==> src/rtl/dmac_pkg.sv <==
package dmac_pkg;
  typedef enum logic [2:0] {
    ST_IDLE,
    ST_WAIT_DEV,
    ST_ARB,
    ST_XFER,
    ST_HOLD
  } seq_state_t;

  localparam logic [1:0] SEL_ADDR = 2'd0;
  localparam logic [1:0] SEL_CNT  = 2'd1;
  localparam logic [1:0] SEL_CTRL = 2'd2;
  localparam logic [1:0] SEL_STAT = 2'd3;

  localparam int CTRL_DIR_BIT   = 0;
  localparam int CTRL_STEAL_BIT = 1;
  localparam int CTRL_GO_BIT    = 2;

  typedef struct packed {
    logic steal;
    logic dir;
  } xfer_cfg_t;
endpackage

==> src/rtl/dmac_cfg.sv <==
module dmac_cfg
  import dmac_pkg::*;
#(
  parameter int DW = 16,
  parameter int AW = 16,
  parameter int CW = 16
) (
  input  logic            clk,
  input  logic            rst_n,
  input  logic            cs,
  input  logic [1:0]      reg_sel,
  input  logic            wr_en,
  input  logic            rd_en,
  input  logic [DW-1:0]   wdata,
  input  logic            busy,
  input  logic            done_set,
  input  logic [AW-1:0]   addr_q,
  input  logic [CW-1:0]   cnt_q,
  output logic            load_addr,
  output logic            load_cnt,
  output logic            go,
  output xfer_cfg_t       cfg,
  output logic            done,
  output logic [DW-1:0]   rdata
);
  logic      wr_ok;
  logic      ctrl_wr;
  logic      stat_rd;
  xfer_cfg_t cfg_q, cfg_d;
  logic      done_q, done_d;

  assign wr_ok     = cs && wr_en && !busy;
  assign load_addr = wr_ok && (reg_sel == SEL_ADDR);
  assign load_cnt  = wr_ok && (reg_sel == SEL_CNT);
  assign ctrl_wr   = wr_ok && (reg_sel == SEL_CTRL);
  assign go        = ctrl_wr && wdata[CTRL_GO_BIT];
  assign stat_rd   = cs && rd_en && (reg_sel == SEL_STAT);

  always_comb begin
    cfg_d = cfg_q;
    if (ctrl_wr) begin
      cfg_d.dir   = wdata[CTRL_DIR_BIT];
      cfg_d.steal = wdata[CTRL_STEAL_BIT];
    end
  end

  always_comb begin
    done_d = done_q;
    if (stat_rd || ctrl_wr) done_d = 1'b0;
    if (done_set)           done_d = 1'b1;
  end

  always_ff @(posedge clk or negedge rst_n) begin
    if (!rst_n) begin
      cfg_q  <= '0;
      done_q <= 1'b0;
    end else begin
      cfg_q  <= cfg_d;
      done_q <= done_d;
    end
  end

  always_comb begin
    unique case (reg_sel)
      SEL_ADDR: rdata = DW'(addr_q);
      SEL_CNT:  rdata = DW'(cnt_q);
      SEL_CTRL: rdata = DW'({cfg_q.steal, cfg_q.dir});
      default:  rdata = DW'({done_q, busy});
    endcase
  end

  assign cfg  = cfg_q;
  assign done = done_q;

  AST_IRQ_STICKY: assert property (@(posedge clk) disable iff (!rst_n)
    (done_q && !stat_rd && !ctrl_wr) |=> done_q);
  AST_CFG_FROZEN_BUSY: assert property (@(posedge clk) disable iff (!rst_n)
    busy |=> $stable(cfg_q));
endmodule

==> src/rtl/dmac_counters.sv <==
module dmac_counters #(
  parameter int DW = 16,
  parameter int AW = 16,
  parameter int CW = 16
) (
  input  logic          clk,
  input  logic          rst_n,
  input  logic [DW-1:0] wdata,
  input  logic          load_addr,
  input  logic          load_cnt,
  input  logic          step,
  output logic [AW-1:0] addr_q,
  output logic [CW-1:0] cnt_q,
  output logic          cnt_zero,
  output logic          cnt_last
);
  localparam logic [AW-1:0] ADDR_ONE = AW'(1);
  localparam logic [CW-1:0] CNT_ONE  = CW'(1);

  logic [AW-1:0] addr_d;
  logic [CW-1:0] cnt_d;
  logic          addr_en, cnt_en;

  assign addr_en = load_addr || step;
  assign cnt_en  = load_cnt || step;

  always_comb begin
    if (load_addr) addr_d = wdata[AW-1:0];
    else           addr_d = addr_q + ADDR_ONE;
    if (load_cnt)  cnt_d  = wdata[CW-1:0];
    else           cnt_d  = cnt_q - CNT_ONE;
  end

  always_ff @(posedge clk or negedge rst_n) begin
    if (!rst_n) begin
      addr_q <= '0;
      cnt_q  <= '0;
    end else begin
      if (addr_en) addr_q <= addr_d;
      if (cnt_en)  cnt_q  <= cnt_d;
    end
  end

  assign cnt_zero = (cnt_q == '0);
  assign cnt_last = (cnt_q == CNT_ONE);

  AST_ADDR_STEP: assert property (@(posedge clk) disable iff (!rst_n)
    (step && !load_addr) |=> (addr_q == $past(addr_q) + ADDR_ONE));
  AST_CNT_STEP: assert property (@(posedge clk) disable iff (!rst_n)
    (step && !load_cnt) |=> (cnt_q == $past(cnt_q) - CNT_ONE));
endmodule

==> src/rtl/dmac_seq.sv <==
module dmac_seq
  import dmac_pkg::*;
(
  input  logic      clk,
  input  logic      rst_n,
  input  logic      go,
  input  xfer_cfg_t cfg,
  input  logic      cnt_zero,
  input  logic      cnt_last,
  input  logic      dev_req,
  input  logic      bus_grant,
  output logic      busy,
  output logic      bus_req,
  output logic      dev_ack,
  output logic      mem_rd,
  output logic      mem_wr,
  output logic      step,
  output logic      done_set
);
  seq_state_t state_q, state_d;
  logic       xfer;

  always_comb begin
    state_d  = state_q;
    done_set = 1'b0;
    unique case (state_q)
      ST_IDLE: begin
        if (go) begin
          if (cnt_zero) done_set = 1'b1;
          else          state_d  = ST_WAIT_DEV;
        end
      end
      ST_WAIT_DEV: if (dev_req) state_d = ST_ARB;
      ST_ARB:      if (bus_grant) state_d = ST_XFER;
      ST_XFER: begin
        if (cnt_last) begin
          state_d  = ST_IDLE;
          done_set = 1'b1;
        end else if (cfg.steal) begin
          state_d = ST_WAIT_DEV;
        end else begin
          state_d = ST_HOLD;
        end
      end
      ST_HOLD:     if (dev_req && bus_grant) state_d = ST_XFER;
      default:     state_d = ST_IDLE;
    endcase
  end

  always_ff @(posedge clk or negedge rst_n) begin
    if (!rst_n) state_q <= ST_IDLE;
    else        state_q <= state_d;
  end

  assign xfer    = (state_q == ST_XFER);
  assign busy    = (state_q != ST_IDLE);
  assign bus_req = (state_q == ST_ARB) || xfer || (state_q == ST_HOLD);
  assign dev_ack = xfer;
  assign mem_rd  = xfer && !cfg.dir;
  assign mem_wr  = xfer && cfg.dir;
  assign step    = xfer;

  AST_STROBE_AFTER_GRANT: assert property (@(posedge clk) disable iff (!rst_n)
    xfer |-> $past(bus_grant));
  AST_LAST_RELEASE: assert property (@(posedge clk) disable iff (!rst_n)
    (xfer && cnt_last) |=> !bus_req);
  AST_BURST_KEEP: assert property (@(posedge clk) disable iff (!rst_n)
    (xfer && !cnt_last && !cfg.steal) |=> bus_req);
  AST_STEAL_RELEASE: assert property (@(posedge clk) disable iff (!rst_n)
    (xfer && cfg.steal) |=> !bus_req);
  AST_REQ_AFTER_DEV: assert property (@(posedge clk) disable iff (!rst_n)
    $rose(bus_req) |-> $past(dev_req));
  AST_ZERO_NO_BUS: assert property (@(posedge clk) disable iff (!rst_n)
    (!busy && go && cnt_zero) |=> !busy);
endmodule

==> src/rtl/dmac_top.sv <==
module dmac_top
  import dmac_pkg::*;
#(
  parameter int DW = 16,
  parameter int AW = 16,
  parameter int CW = 16
) (
  input  logic          clk,
  input  logic          rst_n,
  input  logic          cs,
  input  logic [1:0]    reg_sel,
  input  logic          wr_en,
  input  logic          rd_en,
  input  logic [DW-1:0] wdata,
  output logic [DW-1:0] rdata,
  output logic          bus_req,
  input  logic          bus_grant,
  input  logic          dev_req,
  output logic          dev_ack,
  output logic [AW-1:0] mem_addr,
  output logic          mem_rd,
  output logic          mem_wr,
  output logic          irq
);
  logic          load_addr, load_cnt, go, step, done_set, busy;
  logic          cnt_zero, cnt_last, done;
  logic [AW-1:0] addr_q;
  logic [CW-1:0] cnt_q;
  xfer_cfg_t     cfg;

  dmac_cfg #(.DW(DW), .AW(AW), .CW(CW)) u_cfg (
    .clk(clk), .rst_n(rst_n), .cs(cs), .reg_sel(reg_sel), .wr_en(wr_en),
    .rd_en(rd_en), .wdata(wdata), .busy(busy), .done_set(done_set),
    .addr_q(addr_q), .cnt_q(cnt_q), .load_addr(load_addr),
    .load_cnt(load_cnt), .go(go), .cfg(cfg), .done(done), .rdata(rdata)
  );

  dmac_counters #(.DW(DW), .AW(AW), .CW(CW)) u_cnt (
    .clk(clk), .rst_n(rst_n), .wdata(wdata), .load_addr(load_addr),
    .load_cnt(load_cnt), .step(step), .addr_q(addr_q), .cnt_q(cnt_q),
    .cnt_zero(cnt_zero), .cnt_last(cnt_last)
  );

  dmac_seq u_seq (
    .clk(clk), .rst_n(rst_n), .go(go), .cfg(cfg), .cnt_zero(cnt_zero),
    .cnt_last(cnt_last), .dev_req(dev_req), .bus_grant(bus_grant),
    .busy(busy), .bus_req(bus_req), .dev_ack(dev_ack), .mem_rd(mem_rd),
    .mem_wr(mem_wr), .step(step), .done_set(done_set)
  );

  assign mem_addr = addr_q;
  assign irq      = done;

  AST_ONE_STROBE: assert property (@(posedge clk) disable iff (!rst_n)
    !(mem_rd && mem_wr));
  AST_ACK_WITH_BUS: assert property (@(posedge clk) disable iff (!rst_n)
    dev_ack |-> (bus_req && (mem_rd || mem_wr)));
  AST_IRQ_IDLE: assert property (@(posedge clk) disable iff (!rst_n)
    $rose(irq) |-> !bus_req);
endmodule

==> config.mk <==
export PLATFORM = sky130hd
export DESIGN_NAME = dmac_top
export DESIGN_NICKNAME = d
export VERILOG_FILES = /design/src/rtl/dmac_pkg.sv /design/src/rtl/dmac_cfg.sv /design/src/rtl/dmac_counters.sv /design/src/rtl/dmac_seq.sv /design/src/rtl/dmac_top.sv
export SDC_FILE = /design/constraint.sdc
export NUM_CORES = 1
export LEC_CHECK = 0
export ABC_AREA = 1
export CAP_MARGIN = 20
export CORE_MARGIN = 2
export CORE_UTILIZATION = 51
export CTS_CLUSTER_SIZE = 40
export DETAILED_ROUTE_END_ITERATION = 7
export GPL_ROUTABILITY_DRIVEN = 0
export PLACE_DENSITY = 0.79
export SYNTH_ARGS = -nofsm -noshare
export SYNTH_HDL_FRONTEND = slang
export SYNTH_SLANG_ARGS = --single-unit
==> constraint.sdc <==
create_clock -name clk -period 1.5 [get_ports clk]
set_input_delay 0.375 -clock clk [delete_from_list [all_inputs] [get_ports clk]]
set_output_delay 0.375 -clock clk [all_outputs]
set_load 0.05 [all_outputs]
==> impl_results.html, run 1 <==
<table>
<tr><th>Metric</th><th>Value</th></tr>
<tr><th colspan="2">Synthesis</th></tr>
<tr><td>Count of synthesis-stage warnings from yosys</td><td>0</td></tr>
<tr><td>Synth top area share</td><td>34.70%</td></tr>
<tr><td>Synthesized area</td><td>approximately 2700 um2</td></tr>
<tr><td>Post-synth ARST share</td><td>100.0%</td></tr>
<tr><td>Gate Count Post-Synth</td><td>around 420</td></tr>
<tr><td>Count of unique library cells instantiated by Yosys</td><td>33</td></tr>
<tr><td>Dominant cells by area after synthesis</td><td>dfrtp_1, nand2_1, nand3_1</td></tr>
<tr><td>Predominant post-synthesis flop cell</td><td>dfrtp_1</td></tr>
<tr><td>Net count after synthesis</td><td>453</td></tr>
<tr><td>#FFs+latches synth</td><td>38</td></tr>
<tr><td>Yosys top cell by area</td><td>dfrtp_1</td></tr>
<tr><td>Syn_area_per_cell</td><td>around 6.5 um2</td></tr>
<tr><td>Register area share after synthesis</td><td>34.70%</td></tr>
<tr><td>Number of enable flip-flop cells after synthesis</td><td>0</td></tr>
<tr><th colspan="2">Die</th></tr>
<tr><td>Boundary Pins</td><td>slightly above 60</td></tr>
<tr><td>Initial standard-cell utilization of the core</td><td>~53%</td></tr>
<tr><td>Row count</td><td>26</td></tr>
<tr><td>Height of the die</td><td>roughly 77 um</td></tr>
<tr><td>Die Wd</td><td>approximately 77 um</td></tr>
<tr><th colspan="2">Run status</th></tr>
<tr><td>Failing step</td><td>global routing</td></tr>
<tr><td>Error that stopped the run</td><td>[ERROR DPL-0038] Utilization greater than 100%, impossible to legalize</td></tr>
<tr><td>Run status</td><td>aborted with a tool error</td></tr>
<tr><th colspan="2">CTS</th></tr>
<tr><td>Root buffer cell</td><td>clkbuf_8</td></tr>
<tr><td>Clk buf depth</td><td>2</td></tr>
<tr><td>CTS Sinks</td><td>38</td></tr>
<tr><td>TritonCTS buffer count</td><td>5</td></tr>
<tr><td>Maximum level of the CTS H-tree</td><td>2</td></tr>
<tr><th colspan="2">Global routing</th></tr>
<tr><td>Largest net degree at the start of global routing</td><td>39</td></tr>
<tr><th colspan="2">Timing</th></tr>
<tr><td>GRT worst endpoint</td><td>mem_wr</td></tr>
<tr><td>Classification of the worst endpoint</td><td>output port</td></tr>
<tr><th colspan="2">Placed design</th></tr>
<tr><td>Count of buffers from port buffering</td><td>61</td></tr>
<tr><td>Total half-perimeter wirelength after legalization and detailed placement</td><td>~7800 um</td></tr>
</table>
==> per-stage QoR <==
| stage | worst slack, ns | instance area, um2 | cells |
|---|---|---|---|
| after floorplan | -0.1793 | 2973 | 424 |
| after global placement | -0.5464 | 4317 | 587 |
| after detailed placement | -0.6390 | 4317 | 587 |
| after CTS | -0.2339 | 4751 | 608 |
==> logic make-up after synthesis <==
| family | Yosys count | synth area share, % |
|---|---|---|
| AO/OA/AOI/OAI | 44 | 9.681 |
| XOR/XNOR | 11 | 3.516 |
| adder cells (fa/ha/maj) | 4 | 1.827 |
| buffers and inverters | 65 | 9.726 |
| flip-flops | 38 | 34.70 |
| AND/OR/NAND/NOR | 262 | 40.55 |
==> Yosys cell counts (4+ instances only) <==
master and n:
nor2_2 4, dfrtp_1 38, nand4_1 6, xor2_1 10
nand3_1 48, ha_1 4, nand2_1 144, nor2_1 50
o21ai_0 18, a21oi_1 4, inv_1 53, o211ai_1 7
o22ai_1 10
==> repair_timing <==
item | CTS
setup endpoints to repair | 56
resized for setup | 80
gates cloned | 2
hold buffers | 0
pin swaps | 23
buffers inserted | 13
==> run 2: changes to the inputs <==
--- a/config.mk
+++ b/config.mk
@@ -8,11 +8,10 @@
 export ABC_AREA = 1
 export CAP_MARGIN = 20
 export CORE_MARGIN = 2
-export CORE_UTILIZATION = 51
-export CTS_CLUSTER_SIZE = 40
+export CORE_UTILIZATION = 40
 export DETAILED_ROUTE_END_ITERATION = 7
 export GPL_ROUTABILITY_DRIVEN = 0
-export PLACE_DENSITY = 0.79
+export PLACE_DENSITY_LB_ADDON = 0.15
 export SYNTH_ARGS = -nofsm -noshare
 export SYNTH_HDL_FRONTEND = slang
 export SYNTH_SLANG_ARGS = --single-unit
==> impl_results.html, run 2 <==
<table>
<tr><th>Metric</th><th>Value</th></tr>
<tr><th colspan="2">Synthesis</th></tr>
<tr><td>Register area share after synthesis</td><td>34.70%</td></tr>
<tr><td>Count of unique library cells instantiated by Yosys</td><td>33</td></tr>
<tr><td>Dominant cells by area after synthesis</td><td>dfrtp_1, nand2_1, nand3_1</td></tr>
<tr><td>Syn_area_per_cell</td><td>approximately 6.5 um2</td></tr>
<tr><td>Yosys top cell by area</td><td>dfrtp_1</td></tr>
<tr><td>Gate Count Post-Synth</td><td>between 400 and 500</td></tr>
<tr><td>Post-synth ARST share</td><td>100.0%</td></tr>
<tr><td>Number of enable flip-flop cells after synthesis</td><td>0</td></tr>
<tr><td>Net count after synthesis</td><td>approximately 450</td></tr>
<tr><td>Synthesized area</td><td>2740 um2</td></tr>
<tr><td>Synth top area share</td><td>roughly a third</td></tr>
<tr><td>Count of synthesis-stage warnings from yosys</td><td>0</td></tr>
<tr><td>#FFs+latches synth</td><td>38</td></tr>
<tr><td>Cell with the most instances after synthesis</td><td>nand2_1</td></tr>
<tr><td>Top cells by instance count after synthesis</td><td>nand2_1, inv_1, nor2_1</td></tr>
<tr><td>Predominant post-synthesis flop cell</td><td>dfrtp_1</td></tr>
<tr><th colspan="2">Die</th></tr>
<tr><td>Std-Cell Core Area</td><td>approximately 6700 um2</td></tr>
<tr><td>Die area</td><td>~7500 um2</td></tr>
<tr><td>Boundary Pins</td><td>62</td></tr>
<tr><td>Initial standard-cell utilization of the core</td><td>between 40% and 50%</td></tr>
<tr><td>Row count</td><td>30</td></tr>
<tr><td>Die Wd</td><td>86.77 um</td></tr>
<tr><td>Height of the die</td><td>roughly 87 um</td></tr>
<tr><th colspan="2">Route</th></tr>
<tr><td>Detail Route Antenna Nets</td><td>0</td></tr>
<tr><td>Number of DRC violations after detailed routing</td><td>0</td></tr>
<tr><td>Number of DRC violations after detailed-routing iteration 0</td><td>between 200 and 300</td></tr>
<tr><td>WL final</td><td>between 10000 and 15000 um</td></tr>
<tr><td>Mean number of vias per cell</td><td>5.694</td></tr>
<tr><td>First-pass DRT Iterations</td><td>5</td></tr>
<tr><td>Total vias in the final route</td><td>roughly 3700</td></tr>
<tr><td>Average wire length per cell after detail routing</td><td>around 18 um</td></tr>
<tr><th colspan="2">Cells and area</th></tr>
<tr><td>Fraction of final layout cells sized beyond drive strength 1</td><td>a little under half</td></tr>
<tr><td>Utilization after layout</td><td>between 70% and 80%</td></tr>
<tr><td>Commonest cells after routing, fill and taps aside</td><td>nand2_1, buf_4, buf_12</td></tr>
<tr><td>Signed area change from the synthesized netlist to the final layout</td><td>92.65%</td></tr>
<tr><td>Largest registers</td><td>u_cnt.addr_q: 16 flops, u_cnt.cnt_q: 16 flops, u_seq.state_q: 3 flops</td></tr>
<tr><td>Nets</td><td>595</td></tr>
<tr><td>Most common library cell in the layout ignoring fill and taps</td><td>nand2_1</td></tr>
<tr><td>Layout Cells excl Fill</td><td>between 600 and 700</td></tr>
<tr><td>Antenna cells</td><td>0</td></tr>
<tr><th colspan="2">Power and ir drop</th></tr>
<tr><td>Worst supply voltage drop on vdd</td><td>around 1.3 mV</td></tr>
<tr><td>Switching Share</td><td>between 40% and 50%</td></tr>
<tr><td>Part of the power in the clock network</td><td>between 8 and 9%</td></tr>
<tr><td>Fraction of power consumed by sequential logic</td><td>20.3%</td></tr>
<tr><td>Switching Power</td><td>around 0.0055 W</td></tr>
<tr><td>Total power divided by cell area</td><td>2118 nW/um2</td></tr>
<tr><td>Cell-internal power</td><td>about 0.0056 W</td></tr>
<tr><td>Comb power frac</td><td>71.3%</td></tr>
<tr><td>Static power due to leakage</td><td>2.386 nW</td></tr>
<tr><th colspan="2">Placed design</th></tr>
<tr><td>Count of buffers from port buffering</td><td>61</td></tr>
<tr><td># placed instances</td><td>600</td></tr>
<tr><td>Total half-perimeter wirelength after legalization and detailed placement</td><td>just over 7000 um</td></tr>
<tr><td>Worst slack, placed</td><td>-0.5719 ns</td></tr>
<tr><th colspan="2">CTS</th></tr>
<tr><td>CTS Sinks</td><td>38</td></tr>
<tr><td>Number of hold buffers added after CTS</td><td>0</td></tr>
<tr><td>Root buffer cell</td><td>clkbuf_8</td></tr>
<tr><td>Clk_lat worst skew</td><td>a little over 0.3 ns</td></tr>
<tr><td>CTS tree</td><td>built</td></tr>
<tr><td>Clk buf depth</td><td>2</td></tr>
<tr><td>Maximum level of the CTS H-tree</td><td>2</td></tr>
<tr><td>TritonCTS buffer count</td><td>5</td></tr>
<tr><td>Reg clk slew, reported paths</td><td>0.09 ns</td></tr>
<tr><th colspan="2">Critical path</th></tr>
<tr><td>Type of element capturing the critical path</td><td>primary output</td></tr>
<tr><td>Path type of the worst setup path</td><td>reg -&gt; out</td></tr>
<tr><td>Largest driver fanout on the critical path</td><td>3</td></tr>
<tr><td>Critical path required time</td><td>between 1 and 1.5 ns</td></tr>
<tr><td>Worst Path Arrival</td><td>about 1.3 ns</td></tr>
<tr><td>Element type at the critical path start</td><td>flip-flop</td></tr>
<tr><th colspan="2">Global routing</th></tr>
<tr><td>Antenna violations before repair</td><td>0</td></tr>
<tr><td>Largest net degree at the start of global routing</td><td>39</td></tr>
<tr><td>Residual overflow from global routing</td><td>0</td></tr>
<tr><td>Total Routing Usage GR</td><td>roughly 27%</td></tr>
<tr><td>Number of global-route vias before repair</td><td>3277</td></tr>
<tr><td>Wire length of the first global-routing pass</td><td>approximately 16000 um</td></tr>
<tr><th colspan="2">Timing</th></tr>
<tr><td>Hold Vio Cnt, Final</td><td>0</td></tr>
<tr><td>Worst Clk Skew</td><td>about 0.013 ns</td></tr>
<tr><td>Post-route clock period utilization</td><td>113.8%</td></tr>
<tr><td>Worst slew slack as a fraction of its limit</td><td>79.61%</td></tr>
<tr><td>Unrepaired setup endpoints after global routing</td><td>yes</td></tr>
<tr><td>Fin worst setup slack</td><td>-0.2071 ns</td></tr>
<tr><td>Transition time of the tightest slew-check pin</td><td>between 0.3 and 0.4 ns</td></tr>
<tr><td>Total of endpoints with negative setup slack in the final report</td><td>46</td></tr>
<tr><td>Count of final max-slew check failures</td><td>0</td></tr>
<tr><td>Peak clock frequency supported by timing</td><td>0.5858 GHz</td></tr>
<tr><td>Final critical-path required period</td><td>around 1.7 ns</td></tr>
<tr><th colspan="2">Worst hold path</th></tr>
<tr><td>Classification of the worst-slack hold path</td><td>in -&gt; async</td></tr>
<tr><th colspan="2">Run status</th></tr>
<tr><td>Failing checks</td><td>negative setup slack</td></tr>
<tr><td>Run status</td><td>finished, violations left</td></tr>
<tr><th colspan="2">Flow run</th></tr>
<tr><td>Max-cap violations</td><td>0</td></tr>
</table>
run 2: stage by stage:
step	hold WS (ns)	TNS (ns)	area [um2]	total power, W
finish	0.02845	-3.826	5279	0.01118
global route	0.05138	-6.750	5279	0.01170
CTS	0.03614	-2.057	4808	0.009957
detailed placement	0.3604	-22.54	4339	0.008452
global placement	0.3608	-21.79	4339	0.008348
floorplan	0.07941	-0.7326	2973	0.005541
run 2: cells by family after synthesis:
group	Yosys count	share of synthesized area, %
AND/OR/NAND/NOR	262	40.55
buffers and inverters	65	9.726
AO/OA/AOI/OAI	44	9.681
flip-flops	38	34.70
XOR/XNOR	11	3.516
adder cells (fa/ha/maj)	4	1.827
run 2: area by class of cell:
cell class | instances | area [um2]
Clock buffer | 6 | 72.57
Clock inverter | 2 | 37.54
Fill cell | 392 | 1440
Inverter | 56 | 230.2
Multi-Input combinational cell | 322 | 2116
Sequential cell | 38 | 975.9
Tap cell | 80 | 100.1
Timing Repair Buffer | 142 | 1735
Timing Repair inverter | 1 | 11.26
run 2: layer usage:
layer | vias up | part of all wire (%) | global-route usage [%]
li1 | 1648 | - | -
met2 | 252 | 50 | 45.45
met5 | - | 0 | 0
met4 | 0 | 3.6 | 7.386
met1 | 1725 | 38 | 36.28
met3 | 59 | 8.2 | 3.333
run 2: path summary, 6_finish.rpt:
kind                           startpoint               end  slack (ns)  cells past startpoint
min                                 rst_n  u_cnt.addr_q[11]        0.03                      2
max in group asynchronous           rst_n   u_cnt.addr_q[0]        1.24                      2
min reg2reg                  u_cfg.cfg[1]      u_cfg.cfg[1]        0.57                      2
max reg2reg                u_cnt.cnt_q[4]    u_cnt.cnt_q[9]       -0.14                      9
min in group clk             u_cfg.cfg[1]      u_cfg.cfg[1]        0.57                      2
max                        u_cnt.cnt_q[0]          rdata[0]       -0.21                      5
run 2: repair_timing:
| action | 4_1_cts | 5_1_grt |
|---|---|---|
| endpoints found under the setup margin | 49 | 59 |
| gates resized for setup | 65 | 105 |
| cloned | 2 | 1 |
| hold endpoints to repair | 0 | 0 |
| setup buffers | 21 | 18 |
| pin swaps | 13 | 32 |
run 2: critical path, stage by stage (launching register included):
cell and delay (ns):
dfrtp_1 0.41, inv_2 0.11, nor2_2 0.05, a221oi_2 0.20
o21ai_2 0.09, buf_6 0.16
run 2: power by group through the flow:
stage	Combinational, W	Sequential [W]	Clock (W)
detailed placement	0.00624	0.00221	0
global placement	0.00615	0.00220	0
floorplan	0.00280	0.00274	0
global route	0.00841	0.00233	0.000959
finish	0.00798	0.00228	0.000928
CTS	0.00686	0.00218	0.000919
Power figures use the tool's default switching activity.
==> run 3: changes to the inputs <==
==> constraint.sdc (replaced) <==
create_clock -name clk -period 1.55 [get_ports clk]
set_input_delay 0.3875 -clock clk [delete_from_list [all_inputs] [get_ports clk]]
set_output_delay 0.3875 -clock clk [all_outputs]
set_load 0.05 [all_outputs]
==> impl_results.html, run 3 (synthesized netlist as in run 2, its figures left out) <==
<table>
<tr><th>Metric</th><th>Value</th></tr>
<tr><th colspan="2">Die</th></tr>
<tr><td>Die area</td><td>about 7500 um2</td></tr>
<tr><td>Die Wd</td><td>86.77 um</td></tr>
<tr><td>Initial standard-cell utilization of the core</td><td>approximately two fifths</td></tr>
<tr><td>Std-Cell Core Area</td><td>~6700 um2</td></tr>
<tr><td>Height of the die</td><td>about 87 um</td></tr>
<tr><td>Row count</td><td>30</td></tr>
<tr><td>Boundary Pins</td><td>62</td></tr>
<tr><th colspan="2">Cells and area</th></tr>
<tr><td>Largest registers</td><td>u_cnt.addr_q: 16 flops, u_cnt.cnt_q: 16 flops, u_seq.state_q: 3 flops</td></tr>
<tr><td>Nets</td><td>approximately 610</td></tr>
<tr><td>Signed area change from the synthesized netlist to the final layout</td><td>94.06%</td></tr>
<tr><td>Fraction of final layout cells sized beyond drive strength 1</td><td>a little over two fifths</td></tr>
<tr><td>Layout Cells excl Fill</td><td>657</td></tr>
<tr><td>Utilization after layout</td><td>79.14%</td></tr>
<tr><td>Antenna cells</td><td>0</td></tr>
<tr><td>Most common library cell in the layout ignoring fill and taps</td><td>nand2_1</td></tr>
<tr><td>Number of fill cells in the layout</td><td>just under 400</td></tr>
<tr><td>Commonest cells after routing, fill and taps aside</td><td>nand2_1, buf_4, nand3_1</td></tr>
<tr><th colspan="2">Power and ir drop</th></tr>
<tr><td>Worst supply voltage drop on vdd</td><td>roughly 1.1 mV</td></tr>
<tr><td>Total power divided by cell area</td><td>about 2000 nW/um2</td></tr>
<tr><td>Static power due to leakage</td><td>2.457 nW</td></tr>
<tr><td>Total Power</td><td>approximately 0.011 W</td></tr>
<tr><th colspan="2">Timing</th></tr>
<tr><td>Worst Clk Skew</td><td>0.006556 ns</td></tr>
<tr><td>Final critical-path required period</td><td>1.715 ns</td></tr>
<tr><td>Worst slew slack as a fraction of its limit</td><td>about four fifths</td></tr>
<tr><td>Peak clock frequency supported by timing</td><td>0.5830 GHz</td></tr>
<tr><td>Fin Hold WS</td><td>a little under 0.04 ns</td></tr>
<tr><td>Post-route clock period utilization</td><td>110.7%</td></tr>
<tr><td>Transition time of the tightest slew-check pin</td><td>0.3195 ns</td></tr>
<tr><td>Total of endpoints with negative setup slack in the final report</td><td>46</td></tr>
<tr><td>Hold Vio Cnt, Final</td><td>0</td></tr>
<tr><td>Count of final max-slew check failures</td><td>0</td></tr>
<tr><td>Fin worst setup slack</td><td>-0.1653 ns</td></tr>
<tr><td>Unrepaired setup endpoints after global routing</td><td>yes</td></tr>
<tr><th colspan="2">Critical path</th></tr>
<tr><td>Buffers plus inverters on the worst setup path</td><td>3</td></tr>
<tr><td>Maximum cell stage delay along the critical path</td><td>0.41 ns</td></tr>
<tr><td>Worst Path Arrival</td><td>approximately 1.3 ns</td></tr>
<tr><td>Capturing point of the worst reg2reg path</td><td>u_cnt.cnt_q[12]</td></tr>
<tr><td>Register-to-register path setup slack</td><td>-0.10 ns</td></tr>
<tr><td>Path type of the worst setup path</td><td>reg -&gt; out</td></tr>
<tr><td>Element type at the critical path start</td><td>flip-flop</td></tr>
<tr><td>Critical path required time</td><td>~1.2 ns</td></tr>
<tr><td>Largest driver fanout on the critical path</td><td>4</td></tr>
<tr><td>Number of cell instances on the worst register-to-register path</td><td>10</td></tr>
<tr><td>Cell family with most CP delay</td><td>buffers and inverters</td></tr>
<tr><td>CP max-delay cell</td><td>dfrtp_1</td></tr>
<tr><td>Ordered cell list for the critical path</td><td>inv_2, nand3_4, buf_6, nor2_4, buf_12</td></tr>
<tr><td>Type of element capturing the critical path</td><td>primary output</td></tr>
<tr><td>Reg-to-Reg Start</td><td>u_seq.state_q[2]</td></tr>
<tr><th colspan="2">Global routing</th></tr>
<tr><td>Antenna violations before repair</td><td>0</td></tr>
<tr><td>Total Routing Usage GR</td><td>between 20% and 30%</td></tr>
<tr><td>Residual overflow from global routing</td><td>0</td></tr>
<tr><td>Largest net degree at the start of global routing</td><td>39</td></tr>
<tr><td>Wire length of the first global-routing pass</td><td>between 15000 and 20000 um</td></tr>
<tr><td>Number of global-route vias before repair</td><td>~3400</td></tr>
<tr><th colspan="2">CTS</th></tr>
<tr><td>TritonCTS buffer count</td><td>5</td></tr>
<tr><td>Clk_lat worst skew</td><td>roughly 0.3 ns</td></tr>
<tr><td>Reg clk slew, reported paths</td><td>~0.08 ns</td></tr>
<tr><td>Root buffer cell</td><td>clkbuf_8</td></tr>
<tr><td>CTS Sinks</td><td>38</td></tr>
<tr><td>Number of hold buffers added after CTS</td><td>0</td></tr>
<tr><td>Maximum level of the CTS H-tree</td><td>2</td></tr>
<tr><td>Clk buf depth</td><td>2</td></tr>
<tr><td>CTS tree</td><td>built</td></tr>
<tr><th colspan="2">Route</th></tr>
<tr><td>Number of DRC violations after detailed routing</td><td>0</td></tr>
<tr><td>Number of DRC violations after detailed-routing iteration 0</td><td>271</td></tr>
<tr><td>Detail Route Antenna Nets</td><td>0</td></tr>
<tr><td>WL final</td><td>12320 um</td></tr>
<tr><td>First-pass DRT Iterations</td><td>6</td></tr>
<tr><td>Mean number of vias per cell</td><td>about 5.7</td></tr>
<tr><td>Average wire length per cell after detail routing</td><td>18.75 um</td></tr>
<tr><td>Total vias in the final route</td><td>between 3000 and 4000</td></tr>
<tr><th colspan="2">Worst hold path</th></tr>
<tr><td>Classification of the worst-slack hold path</td><td>in -&gt; async</td></tr>
<tr><th colspan="2">Placed design</th></tr>
<tr><td># placed instances</td><td>a little under 600</td></tr>
<tr><td>Total half-perimeter wirelength after legalization and detailed placement</td><td>about 6900 um</td></tr>
<tr><td>Worst slack, placed</td><td>-0.6074 ns</td></tr>
<tr><td>Count of buffers from port buffering</td><td>just over 60</td></tr>
<tr><th colspan="2">Flow run</th></tr>
<tr><td>Max-cap violations</td><td>0</td></tr>
<tr><th colspan="2">Run status</th></tr>
<tr><td>Run status</td><td>finished, violations left</td></tr>
<tr><td>Failing checks</td><td>negative setup slack</td></tr>
</table>
[run 3: changes by cell type in the layout (fill, tap and decap cells not counted), moves of 4 or more]
cell     change
buf_4        +9
nand2_2      -8
nor2_1       +7
inv_2        -6
nor2_4       -6
nand2_1      +5
dfrtp_1      +4
dfrtp_2      -4
inv_1        +4
nand3_2      -4
[run 3: worst max-delay path by stage]
stage	slack, ns	to	cells after the start	start
final	-0.17	mem_rd	5	u_seq.state_q[2]
after global routing	-0.21	u_cnt.cnt_q[15]	10	u_seq.state_q[2]
after CTS	-0.11	rdata[0]	5	u_cnt.cnt_q[0]
after detailed placement	-0.61	u_cnt.cnt_q[13]	10	reg_sel[1]
after global placement	-0.59	u_cnt.cnt_q[12]	10	reg_sel[1]
after floorplan	-0.03	rdata[9]	3	reg_sel[1]
[run 3: layout make-up]
class | count | area, um2 | share of cell area [%]
clock buffers | 7 | 86.33 | 1.624
repair inverters | 1 | 16.27 | 0.3059
flip-flops and latches | 38 | 970.9 | 18.26
clock inverters | 1 | 5.005 | 0.09412
inverters | 56 | 240.2 | 4.518
multi-input cells | 322 | 2027 | 38.12
well taps | 80 | 100.1 | 1.882
repair buffers | 152 | 1872 | 35.20
[run 3: where the power goes]
part           internal, W  leakage, nW  total [W]  switching [W]
combinational      0.00353         1.96    0.00780        0.00427
sequential         0.00148        0.450    0.00211       0.000627
clock             0.000360       0.0482   0.000763       0.000402
[run 3: timing repair]
action	in CTS	in global routing
pin swaps	16	23
setup buffers	38	19
resized for setup	80	67
endpoints found under the setup margin	50	56
cloned	3	3
[run 3: metal layers]
| metal | vias up | wire, um | share of wire (%) | global-route usage, % |
|---|---|---|---|---|
| met2 | 266 | 5954 | 48 | 49.16 |
| met4 | 0 | 654 | 5.3 | 11.08 |
| li1 | 1675 | - | - | - |
| met3 | 65 | 1095 | 8.9 | 5.619 |
| met1 | 1738 | 4611 | 37 | 38.13 |
| met5 | - | 0 | 0 | 0 |
[run 3: per-stage QoR]
step | instance area (um2) | setup TNS (ns)
after global placement | 4274 | -22.28
after CTS | 4932 | -0.7933
after global routing | 5318 | -4.707
after detailed placement | 4274 | -23.71
final | 5318 | -2.416
after floorplan | 2970 | -0.03836
